**config.mk**
```make
export PLATFORM = sky130hd
export DESIGN_NAME = hif_mailbox_master
export DESIGN_NICKNAME = d
export VERILOG_FILES = /design/src/rtl/hif_mbx_pkg.sv /design/src/rtl/hif_mbx_datapath.sv /design/src/rtl/hif_mbx_control.sv /design/src/rtl/hif_mailbox_master.sv
export SDC_FILE = /design/constraint.sdc
export NUM_CORES = 1
export LEC_CHECK = 0
export ABC_AREA = 1
export BUFFER_PORTS_ARGS = -buffer_cell sky130_fd_sc_hd__buf_4
export CORE_MARGIN = 4
export CORE_UTILIZATION = 40
export CTS_CLUSTER_SIZE = 16
export DETAILED_ROUTE_END_ITERATION = 16
export PLACE_DENSITY_LB_ADDON = 0.08
export SYNTH_ARGS = -nofsm -noshare
export SYNTH_HDL_FRONTEND = slang
export SYNTH_SLANG_ARGS = --single-unit
export TNS_END_PERCENT = 1
```
**constraint.sdc**
```tcl
create_clock -name clk -period 1.9 [get_ports clk]
set_input_delay 0.19 -clock clk [delete_from_list [all_inputs] [get_ports clk]]
set_output_delay 0.19 -clock clk [all_outputs]
set_load 0.02 [all_outputs]
```
**src/rtl/hif_mbx_pkg.sv**
```systemverilog
package hif_mbx_pkg;

  // window offsets
  localparam logic ADDR_DATA = 1'b0;
  localparam logic ADDR_CTRL = 1'b1;

  // status bit positions
  localparam int OBF_POS = 0;
  localparam int IBF_POS = 1;

  typedef enum logic [3:0] {
    ST_IDLE,
    ST_WAIT_IN_CMD,
    ST_SEND_CMD,
    ST_WAIT_OUT_CMD,
    ST_TAKE_CMD,
    ST_WAIT_IN_VAL,
    ST_SEND_VAL,
    ST_WAIT_OUT_VAL,
    ST_TAKE_VAL
  } mbxState_e;

  typedef struct packed {
    logic accept;     // latch request fields
    logic pollArm;    // restart poll timer for a new wait
    logic pollProbe;  // issue status read this cycle
    logic pollMiss;   // probe did not satisfy the wait
    logic sendCmd;    // write command byte
    logic sendVal;    // write value byte
    logic takeByte;   // read data byte
    logic finishOk;   // transaction complete
    logic finishTo;   // transaction abandoned
  } mbxStrobes_t;

endpackage

```
**src/rtl/hif_mbx_datapath.sv**
```systemverilog
module hif_mbx_datapath
  import hif_mbx_pkg::*;
#(
  parameter int BYTE_W     = 8,
  parameter int POLL_GAP   = 1250,
  parameter int POLL_LIMIT = 1000
) (
  input  logic              clk,
  input  logic              rstN,
  input  mbxStrobes_t       ctl,
  input  logic              reqWrite,
  input  logic [BYTE_W-1:0] reqIndex,
  input  logic [BYTE_W-1:0] reqData,
  input  logic [BYTE_W-1:0] busRdata,
  output logic              gapDone,
  output logic              pollLast,
  output logic              ibfSeen,
  output logic              obfSeen,
  output logic              isWrite,
  output logic              busAddr,
  output logic              busRd,
  output logic              busWr,
  output logic [BYTE_W-1:0] busWdata,
  output logic [BYTE_W-1:0] rspData,
  output logic              rspDone,
  output logic              rspTimeout,
  output logic [BYTE_W-1:0] spaceOut
);

  localparam int GAP_W = $clog2(POLL_GAP + 1);
  localparam int CNT_W = $clog2(POLL_LIMIT + 1);
  localparam logic [BYTE_W-1:0] WRITE_FLAG = {1'b1, {(BYTE_W-1){1'b0}}};
  localparam logic [BYTE_W-1:0] SPACE_GENERIC = '0;
  localparam logic [BYTE_W-1:0] SELECT_INDEX  = '0;

  logic [BYTE_W-1:0] idxQ, valQ, spaceQ, rdQ;
  logic              wrQ, doneQ, toQ;
  logic [GAP_W-1:0]  gapCnt;
  logic [CNT_W-1:0]  pollCnt;
  logic [BYTE_W-1:0] cmdByte;
  logic              flagOn;

  // request capture
  always_ff @(posedge clk) begin
    if (!rstN) begin
      idxQ <= '0;
      valQ <= '0;
      wrQ  <= 1'b0;
    end else if (ctl.accept) begin
      idxQ <= reqIndex;
      valQ <= reqData;
      wrQ  <= reqWrite;
    end
  end

  // poll spacing and poll budget
  always_ff @(posedge clk) begin
    if (!rstN) begin
      gapCnt  <= '0;
      pollCnt <= '0;
    end else if (ctl.pollArm) begin
      gapCnt  <= '0;
      pollCnt <= '0;
    end else if (ctl.pollMiss) begin
      gapCnt  <= GAP_W'(POLL_GAP - 1);
      pollCnt <= pollCnt + 1'b1;
    end else if (gapCnt != '0) begin
      gapCnt <= gapCnt - 1'b1;
    end
  end

  assign gapDone  = (gapCnt == '0);
  assign pollLast = (pollCnt == CNT_W'(POLL_LIMIT - 1));
  assign ibfSeen  = busRdata[IBF_POS];
  assign obfSeen  = busRdata[OBF_POS];
  assign isWrite  = wrQ;

  // command byte: write marker only in generic space, never for the selector
  assign flagOn  = wrQ && (spaceQ == SPACE_GENERIC) && (idxQ != SELECT_INDEX);
  assign cmdByte = flagOn ? (idxQ | WRITE_FLAG) : idxQ;

  // window drive
  assign busRd    = ctl.pollProbe | ctl.takeByte;
  assign busWr    = ctl.sendCmd | ctl.sendVal;
  assign busAddr  = (ctl.pollProbe | ctl.sendCmd) ? ADDR_CTRL : ADDR_DATA;
  assign busWdata = ctl.sendCmd ? cmdByte : valQ;

  // response and space tracking
  always_ff @(posedge clk) begin
    if (!rstN) begin
      rdQ    <= '0;
      doneQ  <= 1'b0;
      toQ    <= 1'b0;
      spaceQ <= SPACE_GENERIC;
    end else begin
      doneQ <= ctl.finishOk | ctl.finishTo;
      toQ   <= ctl.finishTo;
      if (ctl.takeByte && !wrQ) rdQ <= busRdata;
      if (ctl.finishOk && wrQ && (idxQ == SELECT_INDEX)) spaceQ <= valQ;
    end
  end

  assign rspData    = rdQ;
  assign rspDone    = doneQ;
  assign rspTimeout = toQ;
  assign spaceOut   = spaceQ;

endmodule

```
**src/rtl/hif_mbx_control.sv**
```systemverilog
module hif_mbx_control
  import hif_mbx_pkg::*;
(
  input  logic        clk,
  input  logic        rstN,
  input  logic        reqValid,
  input  logic        isWrite,
  input  logic        gapDone,
  input  logic        pollLast,
  input  logic        ibfSeen,
  input  logic        obfSeen,
  output logic        reqReady,
  output mbxStrobes_t ctl
);

  mbxState_e state, nextState;

  always_ff @(posedge clk) begin
    if (!rstN) state <= ST_IDLE;
    else       state <= nextState;
  end

  always_comb begin
    nextState = state;
    ctl       = '0;
    reqReady  = (state == ST_IDLE);
    unique case (state)
      ST_IDLE: begin
        if (reqValid) begin
          ctl.accept  = 1'b1;
          ctl.pollArm = 1'b1;
          nextState   = ST_WAIT_IN_CMD;
        end
      end
      ST_WAIT_IN_CMD, ST_WAIT_IN_VAL: begin
        if (gapDone) begin
          ctl.pollProbe = 1'b1;
          if (!ibfSeen) begin
            nextState = (state == ST_WAIT_IN_CMD) ? ST_SEND_CMD : ST_SEND_VAL;
          end else if (pollLast) begin
            ctl.finishTo = 1'b1;
            nextState    = ST_IDLE;
          end else begin
            ctl.pollMiss = 1'b1;
          end
        end
      end
      ST_WAIT_OUT_CMD, ST_WAIT_OUT_VAL: begin
        if (gapDone) begin
          ctl.pollProbe = 1'b1;
          if (obfSeen) begin
            nextState = (state == ST_WAIT_OUT_CMD) ? ST_TAKE_CMD : ST_TAKE_VAL;
          end else if (pollLast) begin
            ctl.finishTo = 1'b1;
            nextState    = ST_IDLE;
          end else begin
            ctl.pollMiss = 1'b1;
          end
        end
      end
      ST_SEND_CMD: begin
        ctl.sendCmd = 1'b1;
        ctl.pollArm = 1'b1;
        nextState   = ST_WAIT_OUT_CMD;
      end
      ST_TAKE_CMD: begin
        ctl.takeByte = 1'b1;
        if (isWrite) begin
          ctl.pollArm = 1'b1;
          nextState   = ST_WAIT_IN_VAL;
        end else begin
          ctl.finishOk = 1'b1;
          nextState    = ST_IDLE;
        end
      end
      ST_SEND_VAL: begin
        ctl.sendVal = 1'b1;
        ctl.pollArm = 1'b1;
        nextState   = ST_WAIT_OUT_VAL;
      end
      ST_TAKE_VAL: begin
        ctl.takeByte = 1'b1;
        ctl.finishOk = 1'b1;
        nextState    = ST_IDLE;
      end
      default: nextState = ST_IDLE;
    endcase
  end

endmodule

```
**src/rtl/hif_mailbox_master.sv**
```systemverilog
module hif_mailbox_master
  import hif_mbx_pkg::*;
#(
  parameter int BYTE_W     = 8,
  parameter int POLL_GAP   = 1250,
  parameter int POLL_LIMIT = 1000
) (
  input  logic              clk,
  input  logic              rstN,
  input  logic              reqValid,
  output logic              reqReady,
  input  logic              reqWrite,
  input  logic [BYTE_W-1:0] reqIndex,
  input  logic [BYTE_W-1:0] reqData,
  output logic [BYTE_W-1:0] rspData,
  output logic              rspDone,
  output logic              rspTimeout,
  output logic [BYTE_W-1:0] spaceOut,
  output logic              busAddr,
  output logic              busRd,
  output logic              busWr,
  output logic [BYTE_W-1:0] busWdata,
  input  logic [BYTE_W-1:0] busRdata
);

  mbxStrobes_t ctl;
  logic gapDone, pollLast, ibfSeen, obfSeen, isWrite;

  hif_mbx_control u_control (
    .clk      (clk),
    .rstN     (rstN),
    .reqValid (reqValid),
    .isWrite  (isWrite),
    .gapDone  (gapDone),
    .pollLast (pollLast),
    .ibfSeen  (ibfSeen),
    .obfSeen  (obfSeen),
    .reqReady (reqReady),
    .ctl      (ctl)
  );

  hif_mbx_datapath #(
    .BYTE_W     (BYTE_W),
    .POLL_GAP   (POLL_GAP),
    .POLL_LIMIT (POLL_LIMIT)
  ) u_datapath (
    .clk        (clk),
    .rstN       (rstN),
    .ctl        (ctl),
    .reqWrite   (reqWrite),
    .reqIndex   (reqIndex),
    .reqData    (reqData),
    .busRdata   (busRdata),
    .gapDone    (gapDone),
    .pollLast   (pollLast),
    .ibfSeen    (ibfSeen),
    .obfSeen    (obfSeen),
    .isWrite    (isWrite),
    .busAddr    (busAddr),
    .busRd      (busRd),
    .busWr      (busWr),
    .busWdata   (busWdata),
    .rspData    (rspData),
    .rspDone    (rspDone),
    .rspTimeout (rspTimeout),
    .spaceOut   (spaceOut)
  );

endmodule

```
==> results of run 1 <==
==> stage by stage <==
stage          hold slack, ps  worst slack [ps]  utilization, %
5_1_grt                  71.3              4.65            53.1
2_1_floorplan             325               388               -
4_1_cts                  64.7              2.44            52.5
3_5_place_dp              422              77.3            49.5
3_3_place_gp              413               132            49.5
6_report                 84.2               115            53.1
==> tightest hold or removal path: stages <==
cell,delay (ps)
buf_4,70
nor2_1,30
nor2_1,80
==> layout make-up <==
cell class,count,area (µm²),share of cell area [%]
clock inverter,4,47.5,1.29
multi-input combinational,281,1440,39.2
inverter,52,195,5.29
clock buffer,12,155,4.21
timing repair buffer,68,518,14.0
sequential,60,1210,32.7
tap,96,120,3.26
==> where the power goes <==
| part | total, µW | switching, µW | internal (µW) |
|---|---|---|---|
| logic | 1690 | 1070 | 623 |
| clock network | 1170 | 492 | 673 |
| registers | 1530 | 115 | 1420 |
| total | 4390 | 1670 | 2710 |
==> state kept, by name (all words and copies together) (netlist names) <==
signal / flops
u_datapath.gapCnt: 11
u_control.state: 4
u_datapath.pollCnt: 10
u_datapath.rspData: 8
u_datapath.rspDone: 1
u_datapath.valQ: 8
u_datapath.rspTimeout: 1
u_datapath.idxQ: 8
u_datapath.isWrite: 1
u_datapath.spaceOut: 8
==> cells by family (layout without fill, tap and decap cells) <==
kind of cell / count (synthesis) / count (layout) / share of synthesized area (%)
AOI/OAI and AO/OA: 94 / 94 / 16.9
buffers and inverters: 67 / 136 / 11.0
xor gates and xnor gates: 9 / 9 / 2.69
and+or+nand+nor: 176 / 176 / 27.6
DFF: 60 / 60 / 41.0
adders and majority gates: 2 / 2 / 0.853
==> final timing paths <==
check	endpoint	startpoint	cells after the start	slack, ps
setup / recovery	busRd	u_datapath.gapCnt[0]$_SDFFE_PP0P_	7	110
hold / removal	u_datapath.rspData[6]$_SDFFE_PN0P_	busRdata[6]	3	80
setup reg to reg	u_datapath.pollCnt[2]$_SDFFE_PP0P_	u_datapath.gapCnt[0]$_SDFFE_PP0P_	9	190
hold reg to reg	u_datapath.spaceOut[7]$_SDFFE_PN0P_	u_datapath.valQ[7]$_SDFFE_PN0P_	2	470
==> metal layers <==
layer / global-route usage (%) / vias up / share of wire, %
met1: 22.3 / 1255 / 47
li1: - / 1451 / -
met3: 3.94 / 7 / 5.3
met5: 0 / - / 0
met4: 7.94 / 0 / 1.5
met2: 27.9 / 60 / 46
==> synthesized netlist by cell type (2+ instances only) <==
cell type	number
a21oi_1	40
o21ai_1	16
nor4_1	2
ha_1	2
clkbuf_1	2
dfxtp_1	60
nor2_2	6
nand2_4	2
o21ai_0	30
nand3_1	23
buf_6	8
nor3_1	5
nand4_1	6
a31oi_1	2
and2_1	2
buf_4	3
inv_1	45
nand2_1	62
nand3_2	2
nand2_2	8
xor2_1	8
nor2_1	54
inv_2	7
a21oi_2	5
==> key figures, run 1 <==
Worst setup path
  – Highest cell delay on the worst timing path: 300 ps
  – CP required: 1710 ps
  – CP Class: flip-flop to output port
  – Buffers plus inverters on the worst setup path: 2
  – CP arrival: 1600 ps
  – CP max-delay cell: dfxtp_1
  – CP Max Fanout: 4
  – CP cell instances: inv_1, ha_2, nand2_2, nor2_4, nand3_2, nand2_1, buf_4
  – Startpoint Class: flip-flop
  – Crit path capture type: output port
  – Crit path max-delay family: simple AND/OR/NAND/NOR gates

Synthesis
  – Number of synthesized register bits: 60
  – Area contributors post-synth: dfxtp_1 (41%), nand2_1 (7.9%), nor2_1 (6.9%)
  – Synth async-reset ratio: 0%
  – Post-Syn Nets: 438
  – Post-Synthesis Cells: 408
  – Primary FF master, synth: dfxtp_1
  – Synth warnings: 0
  – Post-Synthesis Cell Area: 2930 µm²
  – Yosys top cell by area: dfxtp_1
  – Post-synth EDFFs: 0
  – Sequential area share after synthesis: 41.0%
  – Syn Area/Cell: 7.19 µm²
  – Top-area cell type share of the netlist area: 41.0%
  – Library cells used by synthesis: 32

Drt
  – Post-route ant nets: 0
  – Via count: 2773
  – DRC: 0
  – Routed length per instance: 12.2 µm
  – Vias per cell: 4.84
  – Pre-Repair DR Iteration Count: 4
  – Final WL: 6990 µm
  – First-iteration detailed-routing DRC count: 110

Job
  – MaxCap Viol Count: 0

Global routing
  – GR Overflow Total: 0
  – First-pass GRT wire length: 12100 µm
  – Pin count of the biggest net entering global routing: 21
  – Initial antenna violation count: 0
  – Total routing usage reported by global routing: 17.4%
  – Vias in the first global route: 2695

STA
  – Count of pins over their slew limit: 0
  – Fmax: 560 MHz
  – RSZ-0062 raised after global routing: no
  – Tightest Pin Transition: 343 ps
  – Final hold vios: 0
  – Clock skew: 14.3 ps
  – Fin crit period: 1790 ps
  – Endpoints failing setup: 0
  – Relative slew margins: 76.9%
  – TNS Setup: 0 ps
  – Fin crit share: 94.0%

Placed design
  – GP Congestion: 0.830
  – Hpwl dp: 5260 µm
  – Count of input and output buffers: 57
  – Placed instance area: 3430 µm²
  – Dpl cells: 557

Floorplan
  – Die height: 93.6 µm
  – Initial core utilization: 42.2%
  – Die area: 8770 µm²
  – Core footprint: 6940 µm²
  – Rows: 30
  – Chip width: 93.6 µm
  – Number of top-level pins: 58

Clock tree
  – Worst-skew pair later-pin latency: 330 ps
  – H-tree depth reported by CTS: 3
  – Clk slew on worst S/H paths: 70 ps
  – Post-cts gate resize count: 4
  – Clk sink count: 60
  – Clk root buf: clkbuf_8
  – CTS tree: done
  – Worst-case clock buffer depth: 2
  – Num CTS Buffers: 9
  – Hold buffers post-CTS: 0
  – Post-CTS Repair Setup Buffers: 0

Power
  – Pwr dens: 1190 nW/µm²
  – Lkg Pwr: 0.00163 µW
  – Peak supply drop: 0.479 mV
  – Tot Pwr: 4390 µW

Finish
  – Area grow syn2layout: 25.7%
  – Diode count: 0
  – Design area: 3690 µm²
  – Fillers: 702
  – Layout cells sized above 1: 25.6%
  – Most common cell after layout, fill and taps aside: buf_4
  – Fin cells: 573
  – Final #Nets: 502
  – Most frequent cells in the layout: buf_4 (67), nand2_1 (61), dfxtp_1 (57)

Worst hold path
  – Worst min path class: input pin to flip-flop

Run status
  – Status: complete, no violations
Power figures use the tool's default switching activity.
==> run 2, diff against run 1 <==
--- a/config.mk
+++ b/config.mk
@@ -7,8 +7,10 @@
 export LEC_CHECK = 0
 export ABC_AREA = 1
 export BUFFER_PORTS_ARGS = -buffer_cell sky130_fd_sc_hd__buf_4
+export CELL_PAD_IN_SITES_DETAIL_PLACEMENT = 1
+export CELL_PAD_IN_SITES_GLOBAL_PLACEMENT = 1
 export CORE_MARGIN = 4
-export CORE_UTILIZATION = 40
+export CORE_UTILIZATION = 39
 export CTS_CLUSTER_SIZE = 16
 export DETAILED_ROUTE_END_ITERATION = 16
 export PLACE_DENSITY_LB_ADDON = 0.08
==> key figures, run 2 (synthesis results as in run 1) <==
Drt
  – Final WL: 8110 µm (+16%)
  – First-iteration detailed-routing DRC count: 155 (+41%)
  – Vias per cell: 4.90 (+1.3%)
  – Routed length per instance: 14.1 µm (+15%)
  – Post-route ant nets: 0 (unchanged)
  – Via count: 2830 (+2.1%)
  – DRC: 0 (unchanged)
  – Pre-Repair DR Iteration Count: 4 (unchanged)

Global routing
  – First-pass GRT wire length: 13900 µm (+15%)
  – Vias in the first global route: 2947 (+9.4%)
  – Total routing usage reported by global routing: 19.9% (+2.4 points)
  – Initial antenna violation count: 0 (unchanged)
  – Pin count of the biggest net entering global routing: 36 (+71%)
  – GR Overflow Total: 0 (unchanged)

Worst hold path
  – Worst min path class: input pin to flip-flop

STA
  – Relative slew margins: 78.5% (+1.6 points)
  – Count of pins over their slew limit: 0 (unchanged)
  – Endpoints failing setup: 0 (unchanged)
  – Fin crit period: 1800 ps (+12.4 ps)
  – Clock skew: 6.91 ps (-7.42 ps)
  – Tightest Pin Transition: 322 ps (-21.1 ps)
  – Final hold vios: 0 (unchanged)
  – Hold Slack: 70.4 ps (-13.9 ps)
  – Fmax: 556 MHz (-0.69%)
  – Fin crit share: 94.6% (+0.65 points)

Placed design
  – Hpwl dp: 6020 µm (+14%)
  – GP Congestion: 0.810 (-2.3%)
  – Count of input and output buffers: 57 (unchanged)

Finish
  – Diode count: 0 (unchanged)
  – Most common cell after layout, fill and taps aside: buf_4
  – Final #Nets: 503 (+0.20%)
  – Most frequent cells in the layout: buf_4 (67), nand2_1 (61), dfxtp_1 (57)
  – Top Registers: u_datapath.gapCnt: 11 flops, u_datapath.pollCnt: 10 flops
  – Layout cells sized above 1: 25.9% (+0.36 points)
  – Area grow syn2layout: 27.4%
  – Max FFs per register: 11 (unchanged)
  – Final core occ: 51.2% (-1.9 points)
  – Reg with most FFs: u_datapath.gapCnt

Worst setup path
  – Buffers plus inverters on the worst setup path: 2 (unchanged)
  – Startpoint Class: flip-flop
  – CP Class: flip-flop to output port
  – Highest cell delay on the worst timing path: 310 ps (about the same)
  – Critical Path Sink: busAddr
  – Worst r2r src: u_datapath.gapCnt[0]$_SDFFE_PP0P_
  – Total stage count of the critical path: 7 (unchanged)
  – Crit path capture type: output port
  – Worst reg2reg setup slack: 190 ps (about the same)
  – CP cell instances: inv_1, ha_4, nand2_2, nor2_4, nand3_2, nand2_1, buf_4
  – CP Max Fanout: 4 (unchanged)
  – Worst setup startpoint: u_datapath.gapCnt[0]$_SDFFE_PP0P_
  – CP arrival: 1610 ps (about the same)
  – Reg-to-reg endpoint: u_datapath.gapCnt[2]$_SDFFE_PP0P_
  – R2R cell count: 9 (unchanged)
  – Crit path max-delay family: simple AND/OR/NAND/NOR gates
  – CP required: 1710 ps (about the same)
  – CP max-delay cell: dfxtp_1

Power
  – Sequential power share: 33.5% (-1.4 points)
  – Switch share: 38.2% (+0.048 points)
  – Peak supply drop: 0.506 mV (+5.8%)
  – Comb pwr share: 37.9% (-0.6 points)
  – Clock network power share: 28.6% (+2.0 points)
  – Pwr dens: 1220 nW/µm² (+3.0%)
  – Cell internal pwr: 2830 µW (+4.3%)
  – Lkg Pwr: 0.00166 µW (+1.8%)
  – Psw: 1750 µW (+4.5%)

Floorplan
  – Die height: 94.7 µm (+1.2%)
  – Rows: 31 (+3.3%)
  – Initial core utilization: 40.2% (-2.0 points)
  – Number of top-level pins: 58 (unchanged)
  – Die area: 8970 µm² (+2.4%)
  – Chip width: 94.7 µm (+1.2%)
  – Core footprint: 7290 µm² (+5.0%)

Clock tree
  – Clk slew on worst S/H paths: 70 ps (about the same)
  – Worst-skew pair later-pin latency: 350 ps (+20 ps)
  – H-tree depth reported by CTS: 3 (unchanged)
  – Clk sink count: 60 (unchanged)
  – CTS tree: done
  – Hold buffers post-CTS: 0 (unchanged)
  – Num CTS Buffers: 9 (unchanged)
  – Clk root buf: clkbuf_8
  – Worst-case clock buffer depth: 2 (unchanged)

Job
  – MaxCap Viol Count: 0 (unchanged)

Run status
  – Status: complete, no violations
-- run 2: cell count changes in the layout (fill, tap and decap cells not counted), sizes merged --
cell | previous run | this run
buf | 68 | 69
bufinv | 1 | 2
clkbuf | 12 | 10
clkinv | 2 | 1
clkinvlp | 1 | 3
-- run 2: final cells by class --
class                           count  area (µm²)
Clock buffer                       10         138
Multi-Input combinational cell    281        1450
Inverter                           52         195
Fill cell                         976        3560
Clock inverter                      6        87.6
Sequential cell                    60        1210
Timing Repair Buffer               69         534
Tap cell                           99         124
-- run 2: repair_timing --
| item | CTS | global route |
|---|---|---|
| resized for setup | 9 | 6 |
| pin swaps | 1 | 3 |
| setup buffers | 1 | 1 |
| endpoints found under the setup margin | 10 | 11 |
| cloned | 0 | 0 |
-- run 2: worst min-delay path by stage --
stage | start | end | slack [ps] | depth (start not counted)
6_report | busRdata[5] | u_datapath.rspData[5]$_SDFFE_PN0P_ | 70 | 3
5_1_grt | busRdata[2] | u_datapath.rspData[2]$_SDFFE_PN0P_ | 60 | 3
4_1_cts | busRdata[2] | u_datapath.rspData[2]$_SDFFE_PN0P_ | 50 | 3
3_5_place_dp | busRdata[4] | u_datapath.rspData[4]$_SDFFE_PN0P_ | 420 | 3
3_3_place_gp | busRdata[6] | u_datapath.rspData[6]$_SDFFE_PN0P_ | 410 | 3
2_1_floorplan | busRdata[2] | u_datapath.rspData[2]$_SDFFE_PN0P_ | 320 | 2
-- run 2: stage by stage --
stage	setup TNS (ps)	cells	setup WS [ps]	area [µm²]	power, µW
finish	0	577	102	3740	4580
global route	-10.1	577	-10.1	3740	4920
CTS	0	576	7.59	3700	4570
detailed placement	0	559	70.4	3440	3190
global placement	0	559	168	3440	3120
floorplan	0	408	388	2930	2740
-- run 2: power groups by stage --
stage	clock, µW	combinational (µW)	sequential [µW]
6_report	1310	1740	1530
4_1_cts	1350	1690	1530
2_1_floorplan	0	1220	1520
3_5_place_dp	0	1630	1560
5_1_grt	1420	1950	1550
3_3_place_gp	0	1570	1550
-- run 2: routing by layer --
layer  up-vias  share of wire, %  global-route usage [%]
li1       1441                 -                       -
met1      1326                45                    24.5
met2        53                50                    32.9
met3        10               3.8                    6.14
met4         0               1.7                    6.37
met5         -                 0                       0
-- run 2: worst register-to-register path: cells and delay by family (launching register included) --
family,cells,cell delay (ps)
flip-flops,1,310
AND/OR/NAND/NOR,7,970
buffers and inverters,1,150
adder cells (fa/ha/maj),1,180
==> run 3, diff against run 2 <==
--- a/config.mk
+++ b/config.mk
@@ -13,6 +13,7 @@
 export CORE_UTILIZATION = 39
 export CTS_CLUSTER_SIZE = 16
 export DETAILED_ROUTE_END_ITERATION = 16
+export GPL_TIMING_DRIVEN = 0
 export PLACE_DENSITY_LB_ADDON = 0.08
 export SYNTH_ARGS = -nofsm -noshare
 export SYNTH_HDL_FRONTEND = slang
==> key figures, run 3 (synthesis results as in run 1) <==
Run status
  – Status: complete, no violations

Floorplan
  – Initial core utilization: 40.2% (unchanged)
  – Core footprint: 7290 µm² (unchanged)
  – Die area: 8970 µm² (unchanged)
  – Die height: 94.7 µm (unchanged)
  – Chip width: 94.7 µm (unchanged)
  – Number of top-level pins: 58 (unchanged)
  – Rows: 31 (unchanged)

Worst setup path
  – CP Max Fanout: 4 (unchanged)
  – Crit path capture type: output port
  – CP Class: flip-flop to output port
  – Worst setup startpoint: u_datapath.gapCnt[0]$_SDFFE_PP0P_
  – Critical Path Sink: busAddr
  – Startpoint Class: flip-flop
  – R2R cell count: 10 (+1)
  – CP arrival: 1630 ps (+20 ps)
  – Worst r2r src: u_datapath.pollCnt[0]$_SDFFE_PP0P_
  – Worst reg2reg setup slack: 190 ps (about the same)
  – Reg-to-reg endpoint: u_datapath.pollCnt[3]$_SDFFE_PP0P_
  – CP required: 1710 ps (about the same)

Drt
  – Final WL: 8510 µm (+4.9%)
  – DRC: 0 (unchanged)
  – Pre-Repair DR Iteration Count: 4 (unchanged)
  – Vias per cell: 4.92 (+0.23%)
  – First-iteration detailed-routing DRC count: 91 (-41%)
  – Routed length per instance: 14.6 µm (+3.6%)
  – Via count: 2871 (+1.4%)
  – Post-route ant nets: 0 (unchanged)

Global routing
  – Pin count of the biggest net entering global routing: 11 (-69%)
  – Vias in the first global route: 2985 (+1.3%)
  – Total routing usage reported by global routing: 20.4% (+0.54 points)
  – Initial antenna violation count: 0 (unchanged)
  – First-pass GRT wire length: 14300 µm (+2.4%)
  – GR Overflow Total: 0 (unchanged)

STA
  – Final hold vios: 0 (unchanged)
  – Setup WS post-layout: 79.9 ps (-22.6 ps)
  – Fin crit share: 95.8% (+1.2 points)
  – RSZ-0062 raised after global routing: yes
  – Count of pins over their slew limit: 0 (unchanged)
  – Fmax: 549 MHz (-1.2%)
  – Tightest Pin Transition: 417 ps (+95.0 ps)
  – Endpoints failing setup: 0 (unchanged)
  – Clock skew: 10.7 ps (+3.78 ps)
  – Fin crit period: 1820 ps (+22.6 ps)
  – Hold Slack: 76.8 ps (+6.39 ps)
  – TNS Setup: 0 ps (unchanged)
  – Relative slew margins: 72.2% (-6.3 points)

Job
  – MaxCap Viol Count: 0 (unchanged)

Finish
  – Reg with most FFs: u_datapath.gapCnt
  – Diode count: 0 (unchanged)
  – Most common cell after layout, fill and taps aside: buf_4
  – Max FFs per register: 11 (unchanged)
  – Most frequent cells in the layout: buf_4 (65), nand2_1 (60), dfxtp_1 (58)
  – Top Registers: u_datapath.gapCnt: 11 flops, u_datapath.pollCnt: 10 flops
  – Layout cells sized above 1: 26.6% (+0.66 points)
  – Area grow syn2layout: 29.2%
  – Final #Nets: 510 (+1.4%)

Clock tree
  – Clk slew on worst S/H paths: 70 ps (about the same)
  – CTS tree: done
  – H-tree depth reported by CTS: 3 (unchanged)
  – Worst-case clock buffer depth: 2 (unchanged)
  – Worst-skew pair later-pin latency: 340 ps (about the same)
  – Clk sink count: 60 (unchanged)
  – Clk root buf: clkbuf_8
  – Num CTS Buffers: 9 (unchanged)

Placed design
  – Hpwl dp: 6340 µm (+5.4%)
  – Pre-CTS WS: 106 ps (+35.4 ps)
  – Count of input and output buffers: 57 (unchanged)
  – GP Congestion: 0.831 (+2.6%)

Worst hold path
  – Worst min path class: input pin to flip-flop

Power
  – Tot Pwr: 4690 µW (+2.6%)
  – Peak supply drop: 0.511 mV (+0.92%)
  – Lkg Pwr: 0.00170 µW (+2.5%)
  – Pwr dens: 1240 nW/µm² (+1.1%)
## run 3: repair_timing
| item | CTS | global route |
|---|---|---|
| gates resized for setup | 7 | 6 |
| hold buffers | 0 | 0 |
| endpoints found under the setup margin | 10 | 16 |
| pin swaps | 3 | 1 |
| buffers inserted | 4 | 0 |
## run 3: layout make-up
cell class	count	area, µm²
plain buffers	15	131
clock buffers	12	165
clock inverters	4	70.1
fillers	985	3500
inverters	52	195
multi-input cells	281	1440
flip-flops and latches	60	1210
well taps	99	124
repair buffers	61	458
## run 3: worst min path at each step
| stage | startpoint | slack, ps | to | depth (start not counted) |
|---|---|---|---|---|
| finish | busRdata[6] | 80 | u_datapath.rspData[6]$_SDFFE_PN0P_ | 3 |
| detailed placement | busRdata[6] | 420 | u_datapath.rspData[6]$_SDFFE_PN0P_ | 3 |
| global route | busRdata[3] | 80 | u_datapath.rspData[3]$_SDFFE_PN0P_ | 3 |
| floorplan | busRdata[2] | 320 | u_datapath.rspData[2]$_SDFFE_PN0P_ | 2 |
| global placement | busRdata[7] | 410 | u_datapath.rspData[7]$_SDFFE_PN0P_ | 3 |
| CTS | busRdata[6] | 60 | u_datapath.rspData[6]$_SDFFE_PN0P_ | 3 |
## run 3: where the power goes
part	total (µW)	switching, µW	internal, µW
Sequential	1520	101	1420
Clock	1360	516	842
Combinational	1820	1130	684
Total	4690	1750	2940
## run 3: stage by stage
| stage | instances | util (%) | instance area (µm²) |
|---|---|---|---|
| CTS | 584 | 51.7 | 3770 |
| global route | 584 | 52.0 | 3790 |
| detailed placement | 564 | 47.8 | 3480 |
| floorplan | 408 | - | 2930 |
| global placement | 564 | 47.8 | 3480 |
| finish | 584 | 52.0 | 3790 |
## run 3: critical path, stage by stage, from the launching register on
cell	delay, ps
dfxtp_1	300
inv_1	130
ha_2	230
nand2_2	120
nor2_4	130
nand3_2	120
nand2_1	120
buf_4	150
## run 3: layer usage
layer	GRT usage [%]	vias up	part of all wire [%]
met4	7.57	0	1.4
li1	-	1465	-
met5	0	-	0
met1	25.4	1342	44
met2	35.2	55	51
met3	3.43	9	3.7
